### src/rtl/br_pkg.sv
package br_pkg;
   typedef enum logic [1:0] {TGT_NONE = 2'd0, TGT_PCI = 2'd1, TGT_HT = 2'd2} br_tgt_e;
   typedef enum logic [1:0] {SP_WIN = 2'd0, SP_EXP = 2'd1, SP_CFG = 2'd2, SP_MISS = 2'd3} br_space_e;
   typedef enum logic {POL_BYTE = 1'b0, POL_BIT = 1'b1} br_pol_e;

   typedef struct packed {
      br_tgt_e   tgt;
      br_space_e space;
      br_pol_e   pol;
      logic      err;
   } br_cls_t;
endpackage

### src/rtl/br_ht_regs.sv
module br_ht_regs #(
   parameter int GRAN_W = 9
) (
   input  logic              clk,
   input  logic              rst_n,
   input  logic              reg_we,
   input  logic [1:0]        reg_sel,
   input  logic [GRAN_W-1:0] reg_wdata,
   output logic [GRAN_W-1:0] ht_base,
   output logic [GRAN_W-1:0] ht_limit,
   output logic              exp_en
);
   always_ff @(posedge clk) begin
      if (!rst_n) begin
         ht_base  <= '1;
         ht_limit <= '0;
         exp_en   <= 1'b0;
      end else if (reg_we) begin
         case (reg_sel)
            2'd0:    ht_base  <= reg_wdata;
            2'd1:    ht_limit <= reg_wdata;
            2'd2:    exp_en   <= reg_wdata[0];
            default: ;
         endcase
      end
   end
endmodule

### src/rtl/br_lane_swap.sv
module br_lane_swap #(
   parameter int DATA_W = 64
) (
   input  logic [DATA_W-1:0] din,
   input  logic              swap,
   output logic [DATA_W-1:0] dout
);
   localparam int NBYTES = DATA_W / 8;
   logic [DATA_W-1:0] rev;

   generate
      for (genvar b = 0; b < NBYTES; b++) begin : g_byte
         assign rev[8*b +: 8] = din[8*(NBYTES-1-b) +: 8];
      end
   endgenerate

   assign dout = swap ? rev : din;
endmodule

### src/rtl/br_addr_class.sv
module br_addr_class #(
   parameter int                ADDR_W        = 40,
   parameter int                WIN_BITS      = 29,
   parameter logic [ADDR_W-1:0] WIN_BASE      = 40'h00_4000_0000,
   parameter logic [ADDR_W-1:0] CFG_BASE      = 40'h00_1E00_0000,
   parameter int                CFG_BITS      = 25,
   parameter int                HT_GRAN_BITS  = 20,
   parameter logic [ADDR_W-1:0] EXP_LO        = 40'h80_0000_0000,
   parameter logic [ADDR_W-1:0] EXP_HI        = 40'hF7_FFFF_FFFF,
   parameter logic [ADDR_W-1:0] EXP_ALIAS_END = 40'hE0_0000_0000,
   parameter int                EXP_ALIAS_BIT = 38,
   parameter bit                HAS_HT        = 1'b1
) (
   input  logic [ADDR_W-1:0]              addr,
   input  logic [WIN_BITS-HT_GRAN_BITS-1:0] ht_base,
   input  logic [WIN_BITS-HT_GRAN_BITS-1:0] ht_limit,
   input  logic                           exp_en,
   output br_pkg::br_cls_t                cls,
   output logic [ADDR_W-1:0]              fwd_addr
);
   import br_pkg::*;

   localparam int ALIAS = WIN_BITS;
   localparam int GRAN_W = WIN_BITS - HT_GRAN_BITS;

   logic              win_hit, cfg_hit, exp_hit, exp_alias;
   logic              ht_hit, exp_ok;
   logic [GRAN_W-1:0] gran;

   assign win_hit   = addr[ADDR_W-1:ALIAS+1] == WIN_BASE[ADDR_W-1:ALIAS+1];
   assign cfg_hit   = (addr[ADDR_W-1:ALIAS+1] == CFG_BASE[ADDR_W-1:ALIAS+1]) &&
                      (addr[ALIAS-1:CFG_BITS] == CFG_BASE[ALIAS-1:CFG_BITS]);
   assign exp_hit   = (addr >= EXP_LO) && (addr <= EXP_HI);
   assign exp_alias = exp_en && addr[EXP_ALIAS_BIT] && (addr < EXP_ALIAS_END);
   assign gran      = addr[WIN_BITS-1:HT_GRAN_BITS];

   generate
      if (HAS_HT) begin : g_ht
         assign ht_hit = (gran >= ht_base) && (gran <= ht_limit);
         assign exp_ok = 1'b1;
      end else begin : g_no_ht
         assign ht_hit = 1'b0;
         assign exp_ok = 1'b0;
      end
   endgenerate

   always_comb begin
      cls      = '{tgt: TGT_NONE, space: SP_MISS, pol: POL_BYTE, err: 1'b1};
      fwd_addr = addr;
      if (cfg_hit) begin
         cls             = '{tgt: TGT_PCI, space: SP_CFG, pol: br_pol_e'(addr[ALIAS]), err: 1'b0};
         fwd_addr[ALIAS] = 1'b0;
      end else if (win_hit) begin
         cls             = '{tgt: ht_hit ? TGT_HT : TGT_PCI, space: SP_WIN,
                             pol: br_pol_e'(addr[ALIAS]), err: 1'b0};
         fwd_addr[ALIAS] = 1'b0;
      end else if (exp_hit) begin
         if (exp_ok) begin
            cls = '{tgt: TGT_HT, space: SP_EXP, pol: exp_alias ? POL_BIT : POL_BYTE, err: 1'b0};
            if (exp_alias) fwd_addr[EXP_ALIAS_BIT] = 1'b0;
         end else begin
            cls = '{tgt: TGT_NONE, space: SP_EXP, pol: POL_BYTE, err: 1'b1};
         end
      end
   end
endmodule

### src/rtl/bridge_req_decode.sv
module bridge_req_decode #(
   parameter int                ADDR_W       = 40,
   parameter int                DATA_W       = 64,
   parameter logic [ADDR_W-1:0] WIN_BASE     = 40'h00_4000_0000,
   parameter logic [ADDR_W-1:0] CFG_BASE     = 40'h00_1E00_0000,
   parameter int                CFG_BITS     = 25,
   parameter int                HT_GRAN_BITS = 20,
   parameter bit                HAS_HT       = 1'b1
) (
   input  logic              clk,
   input  logic              rst_n,
   input  logic              reg_we,
   input  logic [1:0]        reg_sel,
   input  logic [8:0]        reg_wdata,
   input  logic              big_endian,
   input  logic              in_valid,
   output logic              in_ready,
   input  logic [ADDR_W-1:0] in_addr,
   input  logic [DATA_W-1:0] in_data,
   output logic              out_valid,
   input  logic              out_ready,
   output logic [1:0]        out_target,
   output logic [1:0]        out_space,
   output logic              out_policy,
   output logic              out_err,
   output logic [ADDR_W-1:0] out_addr,
   output logic [DATA_W-1:0] out_data
);
   import br_pkg::*;

   localparam int WIN_BITS = 29;
   localparam int GRAN_W   = WIN_BITS - HT_GRAN_BITS;

   generate
      if (DATA_W % 8 != 0)          begin : g_bad_data  $error("DATA_W must be whole bytes"); end
      if (ADDR_W != 40)             begin : g_bad_addr  $error("ADDR_W must be 40"); end
      if (GRAN_W != 9)              begin : g_bad_gran  $error("granule field must be 9 bits"); end
      if (CFG_BITS >= WIN_BITS)     begin : g_bad_cfg   $error("CFG_BITS too large"); end
      if (WIN_BASE[WIN_BITS:0] != '0) begin : g_bad_win $error("WIN_BASE misaligned"); end
   endgenerate

   logic [GRAN_W-1:0] ht_base, ht_limit;
   logic              exp_en;
   br_cls_t           cls;
   logic [ADDR_W-1:0] fwd_addr;
   logic [DATA_W-1:0] lane_data;
   logic              swap, accept;

   br_ht_regs #(.GRAN_W(GRAN_W)) u_regs (
      .clk(clk), .rst_n(rst_n), .reg_we(reg_we), .reg_sel(reg_sel),
      .reg_wdata(reg_wdata[GRAN_W-1:0]),
      .ht_base(ht_base), .ht_limit(ht_limit), .exp_en(exp_en)
   );

   br_addr_class #(
      .ADDR_W(ADDR_W), .WIN_BITS(WIN_BITS), .WIN_BASE(WIN_BASE),
      .CFG_BASE(CFG_BASE), .CFG_BITS(CFG_BITS), .HT_GRAN_BITS(HT_GRAN_BITS),
      .HAS_HT(HAS_HT)
   ) u_class (
      .addr(in_addr), .ht_base(ht_base), .ht_limit(ht_limit), .exp_en(exp_en),
      .cls(cls), .fwd_addr(fwd_addr)
   );

   assign swap = big_endian && (cls.pol == POL_BYTE) && !cls.err;

   br_lane_swap #(.DATA_W(DATA_W)) u_swap (
      .din(in_data), .swap(swap), .dout(lane_data)
   );

   assign in_ready = !out_valid || out_ready;
   assign accept   = in_valid && in_ready;

   always_ff @(posedge clk) begin
      if (!rst_n) begin
         out_valid  <= 1'b0;
         out_target <= '0;
         out_space  <= '0;
         out_policy <= 1'b0;
         out_err    <= 1'b0;
         out_addr   <= '0;
         out_data   <= '0;
      end else if (accept) begin
         out_valid  <= 1'b1;
         out_target <= cls.tgt;
         out_space  <= cls.space;
         out_policy <= cls.pol;
         out_err    <= cls.err;
         out_addr   <= fwd_addr;
         out_data   <= lane_data;
      end else if (out_ready) begin
         out_valid  <= 1'b0;
      end
   end
endmodule

### config.mk
export PLATFORM = sky130hd
export DESIGN_NAME = bridge_req_decode
export DESIGN_NICKNAME = d
export VERILOG_FILES = /design/src/rtl/br_pkg.sv /design/src/rtl/br_ht_regs.sv /design/src/rtl/br_lane_swap.sv /design/src/rtl/br_addr_class.sv /design/src/rtl/bridge_req_decode.sv
export SDC_FILE = /design/constraint.sdc
export NUM_CORES = 1
export LEC_CHECK = 0
export ABC_AREA = 0
export BUFFER_PORTS_ARGS = -buffer_cell sky130_fd_sc_hd__clkbuf_2
export CAP_MARGIN = 25
export CORE_ASPECT_RATIO = 0.8
export CORE_MARGIN = 4
export CORE_UTILIZATION = 30
export CTS_CLUSTER_SIZE = 40
export DETAILED_ROUTE_END_ITERATION = 7
export PLACE_DENSITY_LB_ADDON = 0.3
export SLEW_MARGIN = 20
export SYNTH_ARGS = -nofsm -noshare
export SYNTH_HDL_FRONTEND = slang
export SYNTH_HIERARCHICAL = 1
export SYNTH_SLANG_ARGS = --single-unit
### constraint.sdc
create_clock -name clk -period 3.5 [get_ports clk]
set_input_delay 0.875 -clock clk [delete_from_list [all_inputs] [get_ports clk]]
set_output_delay 0.875 -clock clk [all_outputs]
set_load 0.02 [all_outputs]
==> metrics.md, run 1 <==
| Metric | Value |
|---|---|
| Latest clock arrival within the worst-skew pair | approximately 420 ps |
| P per Cell Area | ~480 nW/um^2 |
| Fin nets | 1072 |
| Part of the power in registers | approximately 38% |
| PortBufs | between 200 and 250 |
| Worst EP required | ~3800 ps |
| Register area share after synthesis | a little over a third |
| Crit path DAT | roughly 3200 ps |
| Core area | between 20000 and 25000 sq um |
| Synthesis warning total | 6 |
| Layout cells sized above 1 | between 30 and 40% |
| DRT Pass-1 Iters | 4 |
| Top cells by area, synth | dfxtp_1 (36%), mux2i_1 (17%), nand2_1 (13%) |
| Worst Skew | between 10 and 15 ps |
| Dpl hpwl | roughly 13000 um |
| Remaining DRCs | 0 |
| Synth top area share | about 36% |
| Longest Clk Path Bufs | 2 |
| Async SR Flop Fraction | 0% |
| Total gr overflow | 0 |
| Post-Syn Area per Cell | 9.49 sq um |
| Initial DRC count | 197 |
| GPL Wtd Cong | between 0.7 and 0.8 |
| CTS tree | built |
| P_sw | 1.23 mW |
| Most common cell in the netlist | nand2_1 |
| Area delta synth->final | 23.2% |
| Sequential cell area | around 2600 sq um |
| EDFF count, synth | 0 |
| Most instantiated cells after synthesis | nand2_1 (244), dfxtp_1 (130), mux2i_1 (120) |
| Vias in the first global route | roughly 5400 |
| Yosys reg bits | 130 |
| Leading area contributor after synthesis | dfxtp_1 |
| Slew headroom | 59.3% |
| Hold Buf Count CTS | 0 |
| Reg clk slew, reported paths | 60 ps |
| Number of buffers created by CTS | 17 |
| N_diodes | 0 |
| Fillcell total | about 2400 |
| Htree depth | 4 |
| Worst Hold Class | reg -> reg |
| Worst reg2reg path depth | 9 |
| Clk sinks | between 100 and 150 |
| Number of antenna violations at the first check in global routing | 0 |
| Pint | ~3.1 mW |
| Die X | roughly 180 um |
| Initial Util | a little under a third |
| Final setup TNS | 0 ps |
| DRT Wirelength | approximately 17000 um |
| Min Tclk post-route | roughly 3000 ps |
| Crit share post-route | a little over four fifths |
| RSZ-0062 raised after global routing | no |
| Pins over their slew limit | 0 |
| Max IR drop VDD | around 0.28 mV |
| Via count | approximately 5500 |
| Pin count of the biggest net entering global routing | 81 |
| First-pass GRT wire length | ~28000 um |
| Postcts setup bufs | 0 |
| Slew @ Worst Pin | 611 ps |
| Cts repair resizes | 0 |
| Root Buffer | clkbuf_16 |
| Row Count | 50 |
| Setup-failing EPs final | 0 |
| Cell depth of the worst hold path | 2 |
| Max_cap viols | 0 |
| Maximum clock rate | roughly 340 MHz |
| Post-DR wirelength/cell | 13.9 um |
| Global Route Usage Sum | 12.9% |
| Syn_nets | 899 |
| Top FF cell, synth | dfxtp_1 |
| Outcome | complete, no violations |
| Area of the multi-input gates | between 3000 and 4000 sq um |
| CP Max Fanout | 20 |
| Startpoint types | input port |
| Mapped Cells | 760 |
| Via density | 4.34 |
| Netlist cell types | 47 |
| Design Power | 4.29 mW |
| Fin. Hold Viols | 0 |
| I/O pin total | between 200 and 250 |
| Combinational cell fraction of total power | roughly 17% |
| Crit Path Category | in -> reg |
| Switching share of total power | ~29% |
| DIE HEIGHT | about 150 um |
| Die Area | ~27000 sq um |
| Leakage | between 4 and 5 nW |
| CP endpoint kind | register |
| Synthesized cell area | 7210 sq um |
| Clock network power share | between 40% and 50% |
| Post-layout util | 37.8% |
| Post-DRT Antenna Nets | 0 |
[final cells by class]
class	count	area share [%]
multi-input combinational	510	42.9
sequential	130	29.3
timing repair buffer	244	15.1
clock buffer	17	4.79
tap	312	4.39
clock inverter	15	2.23
inverter	30	1.27
[per-layer routing]
layer | up-vias | global-route usage (%) | part of all wire [%]
met5 | - | 0 | 0
met4 | 0 | 3.68 | 1.0
met3 | 12 | 5.26 | 8.2
met2 | 138 | 19.6 | 43
met1 | 2472 | 16.9 | 48
li1 | 2836 | - | -
[through the flow]
step           instance area, sq um  std cells  hold slack [ps]  setup slack [ps]
6_report                       8880       1258              453               548
5_1_grt                        8880       1258              471               441
3_3_place_gp                   8260       1226              441               167
3_5_place_dp                   8260       1226              446               131
2_1_floorplan                  7210        760              435               470
4_1_cts                        8880       1258              458               572
[layout by cell type (no fill, tap or decap), types with 2 or more instances in the layout]
| cell type | synthesis | layout |
|---|---|---|
| inv_6 | 0 | 4 |
| a21o_1 | 3 | 3 |
| buf_12 | 6 | 7 |
| dfxtp_1 | 130 | 130 |
| and2_1 | 3 | 2 |
| nor2b_1 | 2 | 2 |
| bufinv_16 | 0 | 3 |
| mux2_2 | 4 | 4 |
| inv_8 | 0 | 3 |
| clkbuf_16 | 0 | 17 |
| o31a_1 | 2 | 2 |
| ha_1 | 18 | 18 |
| nand4bb_1 | 9 | 9 |
| o211ai_1 | 9 | 9 |
| clkbuf_2 | 1 | 231 |
| inv_1 | 29 | 29 |
| nand2_1 | 244 | 244 |
| nand4_1 | 2 | 2 |
| nor2_1 | 4 | 4 |
| buf_4 | 40 | 5 |
| o21ai_0 | 2 | 2 |
| mux2i_1 | 120 | 120 |
| mux2_4 | 60 | 60 |
| a21oi_1 | 6 | 6 |
| clkinv_4 | 0 | 3 |
[path summary, 6_finish.rpt]
kind | from | end | slack (ps)
setup / recovery | in_addr[38] | out_data[17] | 550
hold / removal | out_addr[25] | out_addr[25] | 450
setup reg to reg | u_regs/ht_base[2] | out_target[0] | 1480
hold reg to reg | out_addr[25] | out_addr[25] | 450
[cell families (layout without fill, tap and decap cells)]
group                    after synthesis  count (layout)  synth area share [%]
AND/OR/NAND/NOR                      276             276                  16.6
multiplexers                         184             184                  29.8
flip-flops                           130             130                  36.1
buffers and inverters                120             306                  11.2
AO/OA/AOI/OAI                         32              32                  3.26
adder cells (fa/ha/maj)               18              18                  3.12
[sequential cells by signal (all words and copies together), names as in the netlist]
| name | count |
|---|---|
| out_data | 64 |
| out_valid | 1 |
| out_target | 2 |
| u_regs/exp_en | 1 |
| out_policy | 1 |
| out_err | 1 |
| u_regs/ht_limit | 9 |
| out_addr | 40 |
| out_space | 2 |
| u_regs/ht_base | 9 |
[power by group through the flow]
stage	clock, mW	sequential (mW)	combinational, mW
6_report	1.92	1.63	0.746
5_1_grt	2.05	1.64	0.815
4_1_cts	1.99	1.63	0.756
3_5_place_dp	0	1.66	0.754
3_3_place_gp	0	1.66	0.747
2_1_floorplan	0	1.77	0.437
[worst max-delay path, cell delays in order]
cell,delay [ps]
clkbuf_2,110
or4_4,550
or2_4,260
nor3_4,170
nor2_1,100
nor3b_2,260
buf_12,220
buf_12,220
mux2_4,310
nand2_1,60
mux2i_1,70
Note: power is estimated with default switching activity, not from simulation.
==> inputs of run 2 (changes only) <==
clock period = 2.4 ns   (was 3.5 ns; I/O delays follow)
==> metrics.md, run 2 (synthesis results as in run 1) <==
| Metric | Value |
|---|---|
| Max IR drop VDD | 0.341 mV |
| RSZ-0062 raised after global routing | yes |
| Crit path to | out_data[55] |
| Worst EP required | about 2700 ps |
| Layout cells sized above 1 | around two fifths |
| Setup-failing EPs final | 63 |
| CTS tree | built |
| Outcome | finished with violations |
| Htree depth | 4 |
| Total gr overflow | 0 |
| DRT Wirelength | between 15000 and 20000 um |
| Max reg flops | 64 |
| Dpl hpwl | 13400 um |
| DRT Pass-1 Iters | 4 |
| Post-Layout Cell Count | around 1300 |
| Die Area | 26600 sq um |
| N_diodes | 0 |
| Global Route Usage Sum | 13.6% |
| Slew @ Worst Pin | 618 ps |
| Reg clk slew, reported paths | roughly 60 ps |
| Routed metal-1 wirelength | around 9000 um |
| CP endpoint kind | register |
| Number of antenna violations at the first check in global routing | 0 |
| Start point of the critical path | in_addr[32] |
| P per Cell Area | about 680 nW/um^2 |
| Crit Path Category | in -> reg |
| Pin count of the biggest net entering global routing | 57 |
| I/O pin total | between 200 and 250 |
| Setup slack after layout | -81.3 ps |
| First-pass GRT wire length | between 20000 and 30000 um |
| Pre-CTS WS | -563 ps |
| DIE HEIGHT | 147 um |
| Post-layout util | a little under 40% |
| Worst Hold Class | in -> reg |
| GPL Wtd Cong | roughly 0.76 |
| Longest Clk Path Bufs | 2 |
| Remaining DRCs | 0 |
| Area of the multi-input gates | ~3800 sq um |
| Maximum clock rate | 403 MHz |
| Most flop-heavy register | out_data |
| Clk sinks | 130 |
| Fin nets | 1100 |
| Worst reg2reg startpoint | u_regs/ht_limit[2] |
| Flop2flop setup slack | about 440 ps |
| Startpoint types | input port |
| Post-DRT Antenna Nets | 0 |
| Top Metal Used | met4 |
| Post-DR wirelength/cell | approximately 14 um |
| Vias in the first global route | around 5600 |
| PortBufs | between 200 and 250 |
| Most frequent cells in the layout | nand2_1 (242), clkbuf_2 (231), dfxtp_1 (130) |
| Commonest non-fill, non-tap cell in the layout | nand2_1 |
| Slew headroom | approximately three fifths |
| Reg2Reg Capture Point | out_target[1] |
| Via density | between 4 and 5 |
| Fin. Hold Viols | 0 |
| Dpl cells | ~1300 |
| Regs by FF count | out_data: 64 flops, out_addr: 40 flops |
| Initial Util | between 30% and 40% |
| Initial DRC count | between 150 and 200 |
| Crit share post-route | 103% |
| Sequential cell area | 2600 sq um |
| Area delta synth->final | 26.5% |
| Hold Buf Count CTS | 0 |
| Root Buffer | clkbuf_16 |
| Row Count | 50 |
| Min Tclk post-route | roughly 2500 ps |
| Design Power | ~6.2 mW |
| Worst reg2reg path depth | 9 |
| Number of buffers created by CTS | 17 |
| Violated checks | negative setup slack |
| Via count | 5556 |
| Crit path DAT | about 2800 ps |
| Fillcell total | between 2000 and 2500 |
| WL met3 | 1260 um |
| CP Max Fanout | 15 |
| Max_cap viols | 0 |
| Leakage | around 4.6 nW |
| Met2 wire length | between 8000 and 9000 um |
| Die X | approximately 180 um |
| Pins over their slew limit | 0 |
| Core area | 23500 sq um |
| Latest clock arrival within the worst-skew pair | ~420 ps |
| Worst Skew | 16.2 ps |
run 2: changes by cell type in the layout (fill, tap and decap cells not counted), sizes merged:
cell,before,now
bufinv,3,2
buf,13,40
clkinv,4,5
clkbuf,248,251
clkinvlp,1,2
inv,37,34
run 2: where the power goes:
group	switching, mW	internal, mW
Combinational	0.613	0.523
Sequential	0.0751	2.30
Clock	1.07	1.60
Total	1.76	4.43
run 2: area by class of cell:
class                   instances  share of cell area (%)
clock buffers                  19                    4.97
flip-flops and latches        130                    28.5
well taps                     312                    4.28
clock inverters                13                    1.65
inverters                      30                    1.23
multi-input cells             510                    42.0
repair buffers                272                    17.4
run 2: worst max-delay path, cell delays in order:
cell and delay [ps]:
clkbuf_2 90, or4_4 530, or2_4 280, nor3_4 160, nor2_2 90, nor3b_4 220
buf_12 170, buf_12 170, mux2_4 310, nand2_1 70, mux2i_1 60
run 2: timing repair:
item	4_1_cts	5_1_grt
resized for setup	2	2
setup endpoints to repair	63	63
setup buffers	1	1
gates cloned	0	1
run 2: metrics by stage:
step                      area, sq um  hold slack [ps]  TNS (ps)
after floorplan                  7220              435    -16470
after global placement           8460              441    -30310
after detailed placement         8460              446    -33010
after CTS                        9080              384     -3510
after global routing             9120              390    -12560
final                            9120              404     -3330
run 2: how the worst min path moves through the flow:
stage / depth (start not counted) / slack [ps] / to / start
after detailed placement: 2 / 450 / out_data[10] / out_data[10]
after global placement: 2 / 440 / out_addr[9] / out_addr[9]
after floorplan: 2 / 430 / u_regs/ht_limit[1] / u_regs/ht_limit[1]
after CTS: 3 / 380 / out_addr[11] / in_addr[11]
after global routing: 3 / 390 / out_addr[19] / in_addr[19]
final: 3 / 400 / out_addr[11] / in_addr[11]
run 2: routing by layer:
metal / track usage, % / vias up
li1: - / 2882
met1: 18.0 / 2526
met2: 20.9 / 139
met3: 5.55 / 9
met4: 3.23 / 0
met5: 0 / -
